`src/rtl/cfu_pkg.sv`:
```
package cfu_pkg;
  localparam int unsigned NFLAG = 3;
  localparam int unsigned LIT_W = 2 * NFLAG;
  localparam int unsigned IDX_A = 0;
  localparam int unsigned IDX_B = 1;
  localparam int unsigned IDX_C = 2;

  typedef enum logic [1:0] {
    PR_A   = 2'b00,
    PR_C   = 2'b01,
    PR_B   = 2'b10,
    PR_ANY = 2'b11
  } pred_e;
endpackage

```
`src/rtl/cfu_lit_expand.sv`:
```
module cfu_lit_expand
  import cfu_pkg::*;
(
  input  logic [NFLAG-1:0] flags,
  output logic [LIT_W-1:0] lits
);
  // flag i occupies the pair (true, complement) starting at the MSB side
  for (genvar i = 0; i < NFLAG; i++) begin : g_pair
    assign lits[LIT_W-1-2*i] = flags[i];
    assign lits[LIT_W-2-2*i] = ~flags[i];
  end
endmodule

```
`src/rtl/cfu_lit_or.sv`:
```
module cfu_lit_or
  import cfu_pkg::*;
(
  input  logic [LIT_W-1:0] mask,
  input  logic [LIT_W-1:0] lits,
  output logic             value
);
  assign value = |(mask & lits);
endmodule

```
`src/rtl/cfu_pred_eval.sv`:
```
module cfu_pred_eval
  import cfu_pkg::*;
(
  input  logic [1:0]       code,
  input  logic [NFLAG-1:0] flags,
  output logic             hit
);
  always_comb begin
    unique case (pred_e'(code))
      PR_A:    hit = flags[IDX_A];
      PR_B:    hit = flags[IDX_B];
      PR_C:    hit = flags[IDX_C];
      default: hit = 1'b1;
    endcase
  end
endmodule

```
`src/rtl/cfu_ctl_src.sv`:
```
module cfu_ctl_src #(
  parameter bit PORT_IS_INPUT = 1'b0
) (
  input  logic unit_ctl,
  input  logic rx_stb,
  input  logic rx_addr_bit,
  output logic c_load,
  output logic c_val
);
  if (PORT_IS_INPUT) begin : g_in
    logic unused_ok;
    assign unused_ok = unit_ctl;
    assign c_load    = rx_stb;
    assign c_val     = rx_addr_bit;
  end else begin : g_out
    logic unused_ok;
    assign unused_ok = rx_stb ^ rx_addr_bit;
    assign c_load    = 1'b1;
    assign c_val     = unit_ctl;
  end
endmodule

```
`src/rtl/cond_flag_unit.sv`:
```
module cond_flag_unit
  import cfu_pkg::*;
#(
  parameter bit PORT_IS_INPUT = 1'b0
) (
  input  logic       clk,
  input  logic       rst_n,
  input  logic [1:0] pred_code,
  input  logic       upd_en,
  input  logic [5:0] mask_a,
  input  logic [5:0] mask_b,
  input  logic [5:0] mask_c,
  input  logic       unit_ctl,
  input  logic       rx_stb,
  input  logic       rx_addr_bit,
  output logic       pred_true,
  output logic       flag_a,
  output logic       flag_b,
  output logic       flag_c
);
  logic [NFLAG-1:0]            fl_q;
  logic [NFLAG-1:0]            fl_nxt;
  logic [LIT_W-1:0]            lits;
  logic [NFLAG-1:0][LIT_W-1:0] masks;
  logic                        upd;
  logic                        c_load;
  logic                        c_val;

  assign masks[IDX_A] = mask_a;
  assign masks[IDX_B] = mask_b;
  assign masks[IDX_C] = mask_c;

  cfu_pred_eval u_pred (.code(pred_code), .flags(fl_q), .hit(pred_true));

  cfu_lit_expand u_lit (.flags(fl_q), .lits(lits));

  // one OR-of-literals evaluator per flag, all fed from the old flag values
  for (genvar f = 0; f < NFLAG; f++) begin : g_next
    cfu_lit_or u_or (.mask(masks[f]), .lits(lits), .value(fl_nxt[f]));
  end

  cfu_ctl_src #(.PORT_IS_INPUT(PORT_IS_INPUT)) u_csrc (
    .unit_ctl(unit_ctl), .rx_stb(rx_stb), .rx_addr_bit(rx_addr_bit),
    .c_load(c_load), .c_val(c_val)
  );

  assign upd = upd_en & pred_true;

  // an applied update has priority over the port-side C source
  always_ff @(posedge clk) begin
    if (!rst_n)      fl_q        <= '0;
    else if (upd)    fl_q        <= fl_nxt;
    else if (c_load) fl_q[IDX_C] <= c_val;
  end

  assign flag_a = fl_q[IDX_A];
  assign flag_b = fl_q[IDX_B];
  assign flag_c = fl_q[IDX_C];

  assert_always_code_R1: assert property (@(posedge clk) disable iff (!rst_n)
    (pred_code == 2'b11) |-> pred_true);

  assert_false_pred_ignored_R5: assert property (@(posedge clk) disable iff (!rst_n)
    (upd_en && !pred_true) |=> (flag_a == $past(flag_a)) && (flag_b == $past(flag_b)));

  assert_zero_mask_R3: assert property (@(posedge clk) disable iff (!rst_n)
    (upd && mask_a == 6'b000000) |=> !flag_a);

  assert_ab_only_by_update_R9: assert property (@(posedge clk) disable iff (!rst_n)
    !upd_en |=> $stable(flag_a) && $stable(flag_b));

  assert_update_wins_R10: assert property (@(posedge clk) disable iff (!rst_n)
    (upd && mask_c == 6'b000011) |=> flag_c);

  if (PORT_IS_INPUT) begin : g_chk_in
    assert_c_from_rx_R8: assert property (@(posedge clk) disable iff (!rst_n)
      (!upd && rx_stb) |=> flag_c == $past(rx_addr_bit));
    assert_c_holds_R8: assert property (@(posedge clk) disable iff (!rst_n)
      (!upd && !rx_stb) |=> $stable(flag_c));
  end else begin : g_chk_out
    assert_c_from_unit_R7: assert property (@(posedge clk) disable iff (!rst_n)
      !upd |=> flag_c == $past(unit_ctl));
  end
endmodule

```
`config.mk`:
```
export PLATFORM = sky130hd
export DESIGN_NAME = cond_flag_unit
export DESIGN_NICKNAME = d
export VERILOG_FILES = /design/src/rtl/cfu_pkg.sv /design/src/rtl/cfu_lit_expand.sv /design/src/rtl/cfu_lit_or.sv /design/src/rtl/cfu_pred_eval.sv /design/src/rtl/cfu_ctl_src.sv /design/src/rtl/cond_flag_unit.sv
export SDC_FILE = /design/constraint.sdc
export NUM_CORES = 1
export LEC_CHECK = 0
export CORE_AREA = 4 4 41 43
export DETAILED_ROUTE_END_ITERATION = 7
export DIE_AREA = 0 0 45 47
export GPL_ROUTABILITY_DRIVEN = 0
export PLACE_DENSITY = 0.68
export SETUP_SLACK_MARGIN = 0.05
export SYNTH_ARGS = -nofsm -noshare
export SYNTH_HDL_FRONTEND = slang
export SYNTH_SLANG_ARGS = --single-unit
```
`constraint.sdc`:
```
create_clock -name clk -period 1.6 [get_ports clk]
set_input_delay 0.48 -clock clk [delete_from_list [all_inputs] [get_ports clk]]
set_output_delay 0.48 -clock clk [all_outputs]
set_load 0.05 [all_outputs]
```
==> out/results.ini, run 1 <==
[yosys]
synth_area_leaders = mux2i_1, dfxtp_1, o221ai_4
synth_nets = 51
synth-seq-cells = 3
synth-seq-area-share_pct = 22.5
synth_top_area_cell = mux2i_1
synth.cell_area_um2 = 267
ys_types = 11
synth_top_area_share_pct = 26.3
syn_inst = 25
synth_area_per_cell_um2 = 10.7
yosysWarnings = 0

[worst_setup_path]
cp-end-kind = output port
max_stage_delay_ps = 300
path_max_fanout = 2
criticalPathCategory = in2out
crit_required_ps = 1120
ff2ff_path_depth = 5
crit_path_start_kind = primary input
worst_path_max_delay_cell = mux2_4
timing.critical_path.cells = buf_6 -> mux2_4 -> o22a_4 -> buf_8
critical_path_arrival_ps = 1240

[pwr]
power_density_mw_per_mm2 = 640
irDropWorstVdd_mv = 0.333
leakage_nw = 0.276
p_total_mw = 0.444

[timing]
rsz0062_at_grt = true
fin_crit_ps = 1720
fin_crit_sh_pct = 108
setup_viol = 1
slew_viol_final = 0
layout_setup_ws_ps = -124
finalHoldViolations = 0
tightestPinTransition_ps = 266
fmax_mhz = 580
maxSlewHeadroom_pct = 82.3
finalHoldWorstSlack_ps = 643
fin_skew_ps = 0.0506

[die]
fp.dieW_um = 45
core_area_mm2 = 0.00130
die_height_um = 47
initial_core_util_pct = 20.5
pin_count = 30
die_area_mm2 = 0.00212
core.rowCount = 13

[clock_tree]
clock_path_buffers = 2
clk_pin_slew_ps = 40
cts_tree = yes
numClockSinks = 3
numCtsBuffers = 3
worstSkewPairLatency_ps = 230
cts_htree_levels = 1
cts-root-buf = clkbuf_4

[layout]
antenna_cells = 0
final-seq-area_um2 = 63.8
multi_input_area_um2 = 214
layout_common_cells = clkdlybuf4s50_1, mux2i_1, buf_4
nets = 91
layout_commonest_cell = clkdlybuf4s50_1
syn_to_final_growth_pct = 160
largest_register_ffs = 3
max_flop_register = fl_q
top_regs = fl_q x3
fillers = 125
drive_above_1_share_pct = 35.9

[routing]
viasPerCell = 4.38
dr.first_iter.drc_count = 1
first_pass_iters = 4
drc_errors = 0
routed_wirelength_um = 978
vias = 346
final_antenna_net_count = 0
wire_per_inst_um = 12.4

[place]
dp_hpwl_um = 841
numPortBuffers = 27
dpl_worst_slack_ps = -589

[hold_path]
hold-path-cell-count = 3
min_path_type = reg2reg

[grt]
grt_pass1_wl_um = 1470
antenna_found_initial = 0
grt_overflow = 0
grt_start_max_net_pins = 7
grt_pass1_vias = 350
gr-usage-all-layers_pct = 10.0

[outcome]
violations = setup timing
status = finished, violations left

[job]
drv_cap = 0

-- worst paths after layout --
path                                            from                   end  slack [ps]
worst min-delay path            fl_q[0]$_SDFFE_PN0P_  fl_q[0]$_SDFFE_PN0P_         640
worst max-delay path                    pred_code[0]             pred_true        -120
worst max register to register  fl_q[0]$_SDFFE_PN0P_    fl_q[2]$_SDFF_PN0_         310
worst min register to register  fl_q[0]$_SDFFE_PN0P_  fl_q[0]$_SDFFE_PN0P_         640
-- timing repair --
action / CTS / global route
gates resized for setup: 9 / 1
hold buffers: 0 / 0
buffers inserted: 2 / 0
pin swaps: 1 / 1
endpoints found under the setup margin: 4 / 1
-- per-stage QoR --
stage / util (%) / instances / instance area (um^2) / TNS [ps]
after floorplan: - / 25 / 278 / 0
after detailed placement: 49.1 / 73 / 639 / -1890
final: 53.3 / 79 / 693 / -124
after CTS: 53.2 / 79 / 692 / -150
after global routing: 53.3 / 79 / 693 / -133
after global placement: 49.1 / 73 / 639 / -1790
-- synth_stat cells --
| cell | n |
|---|---|
| a21boi_1 | 2 |
| mux2i_1 | 7 |
| a21boi_2 | 1 |
| a31o_1 | 3 |
| mux2_4 | 1 |
| o21ai_1 | 2 |
| nand2_1 | 1 |
| o221ai_4 | 1 |
| o22a_2 | 1 |
| dfxtp_1 | 3 |
| nand2b_1 | 3 |
-- critical path, delay by kind of cell --
kind	cells	cell delay, ps
multiplexers	1	300
buffers and inverters	2	230
AO/OA/AOI/OAI	1	230
-- power breakdown --
part           switching [mW]  internal [mW]  leakage [nW]
registers             0.00380         0.0834        0.0258
clock network          0.0392         0.0935        0.0150
logic                  0.0886          0.135         0.235
total                   0.132          0.312         0.276
-- final cells by class --
class	instances	area share, %
Sequential cell	3	9.21
Clock buffer	4	3.79
Timing Repair Buffer	35	53.4
Multi-Input combinational cell	22	30.9
Tap cell	15	2.71
-- logic make-up after synthesis --
kind of cell | count (synthesis) | synth area share (%)
multiplexers | 8 | 31.9
AO/OA/AOI/OAI | 10 | 37.1
AND/OR/NAND/NOR | 4 | 8.45
flip-flops | 3 | 22.5
-- metal layers --
layer  vias to the layer above  share of wire [%]  track usage [%]
met1                       149                 39             10.7
met2                        19                 49             17.5
met5                         -                  0                0
met4                         0                1.7             7.02
met3                         2                9.9             2.30
li1                        176                  -                -
(Power assumes the default switching activity.)
==> run 2, diff against run 1 <==
- GPL_ROUTABILITY_DRIVEN: 0 -> unset
==> results of run 2 <==
Final layout, timing and power as in run 1 (identical DEF).
==> run 3, diff against run 2 <==
- CELL_PAD_IN_SITES_DETAIL_PLACEMENT: unset -> 1
- CELL_PAD_IN_SITES_GLOBAL_PLACEMENT: unset -> 1
- CORE_AREA: 4 4 41 43 -> unset
- CORE_MARGIN: unset -> 4
- CORE_UTILIZATION: unset -> 16
- DIE_AREA: 0 0 45 47 -> unset
- PLACE_DENSITY: 0.68 -> 0.79
==> run 3 against run 2 <==
  * The run still ends with setup timing left
  * Clock power barely moved
  * Count of clock-buffer cells in the layout did not move
  * Final cell count stayed put
  * Sequential power decreased by 0.9%
  * Hold slack got worse by 6.8 ps
  * Fmax hardly changed
  * Combinational power barely moved
  * Total power fell by 0.13%
  * Critical path type unchanged
  * Via count is 2.9% lower
==> out/results.ini, run 3 (synthesis gave the netlist of run 1 again) <==
[outcome]
status = finished, violations left  ; unchanged
violations = setup timing  ; unchanged

[layout]
largest_register_ffs = 3  ; unchanged
final_cell_area_um2 = 687  ; was 693 um^2
syn_to_final_growth_pct = 158  ; was 160%
layout_common_cells = clkdlybuf4s50_1, mux2i_1, buf_4  ; unchanged
instances_no_fill = 79  ; unchanged
layout_commonest_cell = clkdlybuf4s50_1  ; unchanged
top_regs = fl_q x3  ; unchanged
nets = 90  ; was 91
antenna_cells = 0  ; unchanged
drive_above_1_share_pct = 34.9  ; was 35.9%
max_flop_register = fl_q  ; unchanged

[pwr]
pwr-share-seq_pct = 19.5  ; was 19.6%
pwr-share-clk_pct = 30.2  ; was 29.9%
comb_power_share_pct = 50.3  ; was 50.5%
irDropWorstVdd_mv = 0.242  ; was 0.333 mV
swShare_pct = 29.9  ; was 29.7%
p_switching_mw = 0.133  ; was 0.132 mW
leakage_nw = 0.271  ; was 0.276 nW
p_int_mw = 0.311  ; was 0.312 mW
power_density_mw_per_mm2 = 645  ; was 640 mW/mm^2

[clock_tree]
cts_tree = yes  ; unchanged
numClockSinks = 3  ; unchanged
worstSkewPairLatency_ps = 230  ; about the same
cts-root-buf = clkbuf_4  ; unchanged
cts_htree_levels = 1  ; unchanged
hold_buffers = 0  ; unchanged
clk_pin_slew_ps = 40  ; about the same
clock_path_buffers = 2  ; unchanged
numCtsBuffers = 3  ; unchanged

[grt]
grt_pass1_wl_um = 1770  ; was 1470 um
grt_overflow = 0  ; unchanged
gr-usage-all-layers_pct = 9.79  ; was 10.0%
grt_pass1_vias = 384  ; was 350
antenna_found_initial = 0  ; unchanged
grt_start_max_net_pins = 7  ; unchanged

[worst_setup_path]
path_max_fanout = 2  ; unchanged
critPathTopFamily = multiplexers  ; unchanged
critical_path_arrival_ps = 1240  ; about the same
crit_path_start_kind = primary input  ; unchanged
max_stage_delay_ps = 290  ; was 300 ps
criticalPathCategory = in2out  ; unchanged
cp-end-kind = output port  ; unchanged
crit_required_ps = 1120  ; about the same
timing.critical_path.cells = buf_6 -> mux2_4 -> o22a_4 -> buf_8  ; unchanged
worst_path_max_delay_cell = mux2_4  ; unchanged
critPathBufInv = 2  ; unchanged

[timing]
fin_crit_sh_pct = 108  ; about the same
fin_crit_ps = 1720  ; about the same
tightestPinTransition_ps = 265  ; was 266 ps
rsz0062_at_grt = true  ; unchanged
finalHoldViolations = 0  ; unchanged
fmax_mhz = 580  ; about the same
slew_viol_final = 0  ; unchanged
setup_viol = 1  ; unchanged
layout_setup_ws_ps = -123  ; was -124 ps
fin_skew_ps = 0.730  ; was 0.0506 ps
tns_ps = -123  ; was -124 ps
finalHoldWorstSlack_ps = 636  ; was 643 ps
maxSlewHeadroom_pct = 82.3  ; about the same

[routing]
viasPerCell = 4.25  ; was 4.38
dr.first_iter.drc_count = 0  ; was 1
wl_met3_um = 89  ; was 97 um
drc_errors = 0  ; unchanged
wire_per_inst_um = 13.3  ; was 12.4 um
final_antenna_net_count = 0  ; unchanged
first_pass_iters = 1  ; was 4
vias = 336  ; was 346
routed_wirelength_um = 1050  ; was 978 um
wl_met1_um = 407  ; was 381 um
wl_met2_um = 534  ; was 482 um
highest_layer = met4  ; unchanged

[place]
dpl_worst_slack_ps = -594  ; was -589 ps
dp_hpwl_um = 868  ; was 841 um
numPortBuffers = 27  ; unchanged
dp.cells = 74  ; was 73
globalplace.congestion = 0.677  ; was 0.690
dpl_cell_area_um2 = 641  ; was 639 um^2

[die]
die_height_um = 48.8  ; was 47 um
core.rowCount = 14  ; was 13
fp.dieW_um = 48.8  ; was 45 um
pin_count = 30  ; unchanged
core_area_mm2 = 0.00154  ; was 0.00130 mm^2
initial_core_util_pct = 17.3  ; was 20.5%
die_area_mm2 = 0.00238  ; was 0.00212 mm^2

[hold_path]
min_path_type = reg2reg  ; unchanged

[job]
drv_cap = 0  ; unchanged

## run 3: changes by cell type in the layout (fill, tap and decap cells not counted), sizes merged
cell	change
buf	-1
## run 3: power groups by stage
stage	Combinational (mW)	Sequential, mW	Clock, mW
2_1_floorplan	0.0639	0.118	0
3_3_place_gp	0.215	0.0877	0
3_5_place_dp	0.216	0.0877	0
4_1_cts	0.227	0.0866	0.140
5_1_grt	0.237	0.0873	0.148
6_report	0.223	0.0864	0.134
## run 3: worst reg2reg max path: cells and delay by family, from the launching register on
kind | cells | cell delay (ps)
compound gates | 3 | 510
buf+inv | 1 | 140
flops | 1 | 310
mux | 1 | 270
## run 3: worst paths after layout
path | startpoint | to | slack [ps] | cells past startpoint
setup / recovery | pred_code[0] | pred_true | -120 | 4
setup reg to reg | fl_q[0]$_SDFFE_PN0P_ | fl_q[0]$_SDFFE_PN0P_ | 280 | 5
hold reg to reg | fl_q[1]$_SDFFE_PN0P_ | fl_q[1]$_SDFFE_PN0P_ | 640 | 3
hold / removal | fl_q[1]$_SDFFE_PN0P_ | fl_q[1]$_SDFFE_PN0P_ | 640 | 3
## run 3: metrics by stage
step / power [mW] / util [%]
2_1_floorplan: 0.182 / -
3_3_place_gp: 0.302 / 41.6
3_5_place_dp: 0.303 / 41.6
4_1_cts: 0.453 / 44.5
5_1_grt: 0.472 / 44.6
6_report: 0.443 / 44.6
## run 3: layout make-up
| cell class | count | area (um^2) |
|---|---|---|
| Timing Repair Buffer | 34 | 363 |
| Tap cell | 16 | 20.0 |
| Clock buffer | 4 | 26.3 |
| Multi-Input combinational cell | 22 | 214 |
| Fill cell | 180 | 855 |
| Sequential cell | 3 | 63.8 |
## run 3: per-layer routing
layer / track usage [%] / vias to the layer above
met1: 9.96 / 144
met2: 15.2 / 14
li1: - / 174
met4: 5.38 / 0
met3: 6.12 / 4
met5: 0 / -
## run 3: timing repair
item / 4_1_cts / 5_1_grt
gates resized for setup: 9 / 1
pin swaps: 1 / 1
setup endpoints to repair: 4 / 1
cloned: 0 / 0
setup buffers: 1 / 0
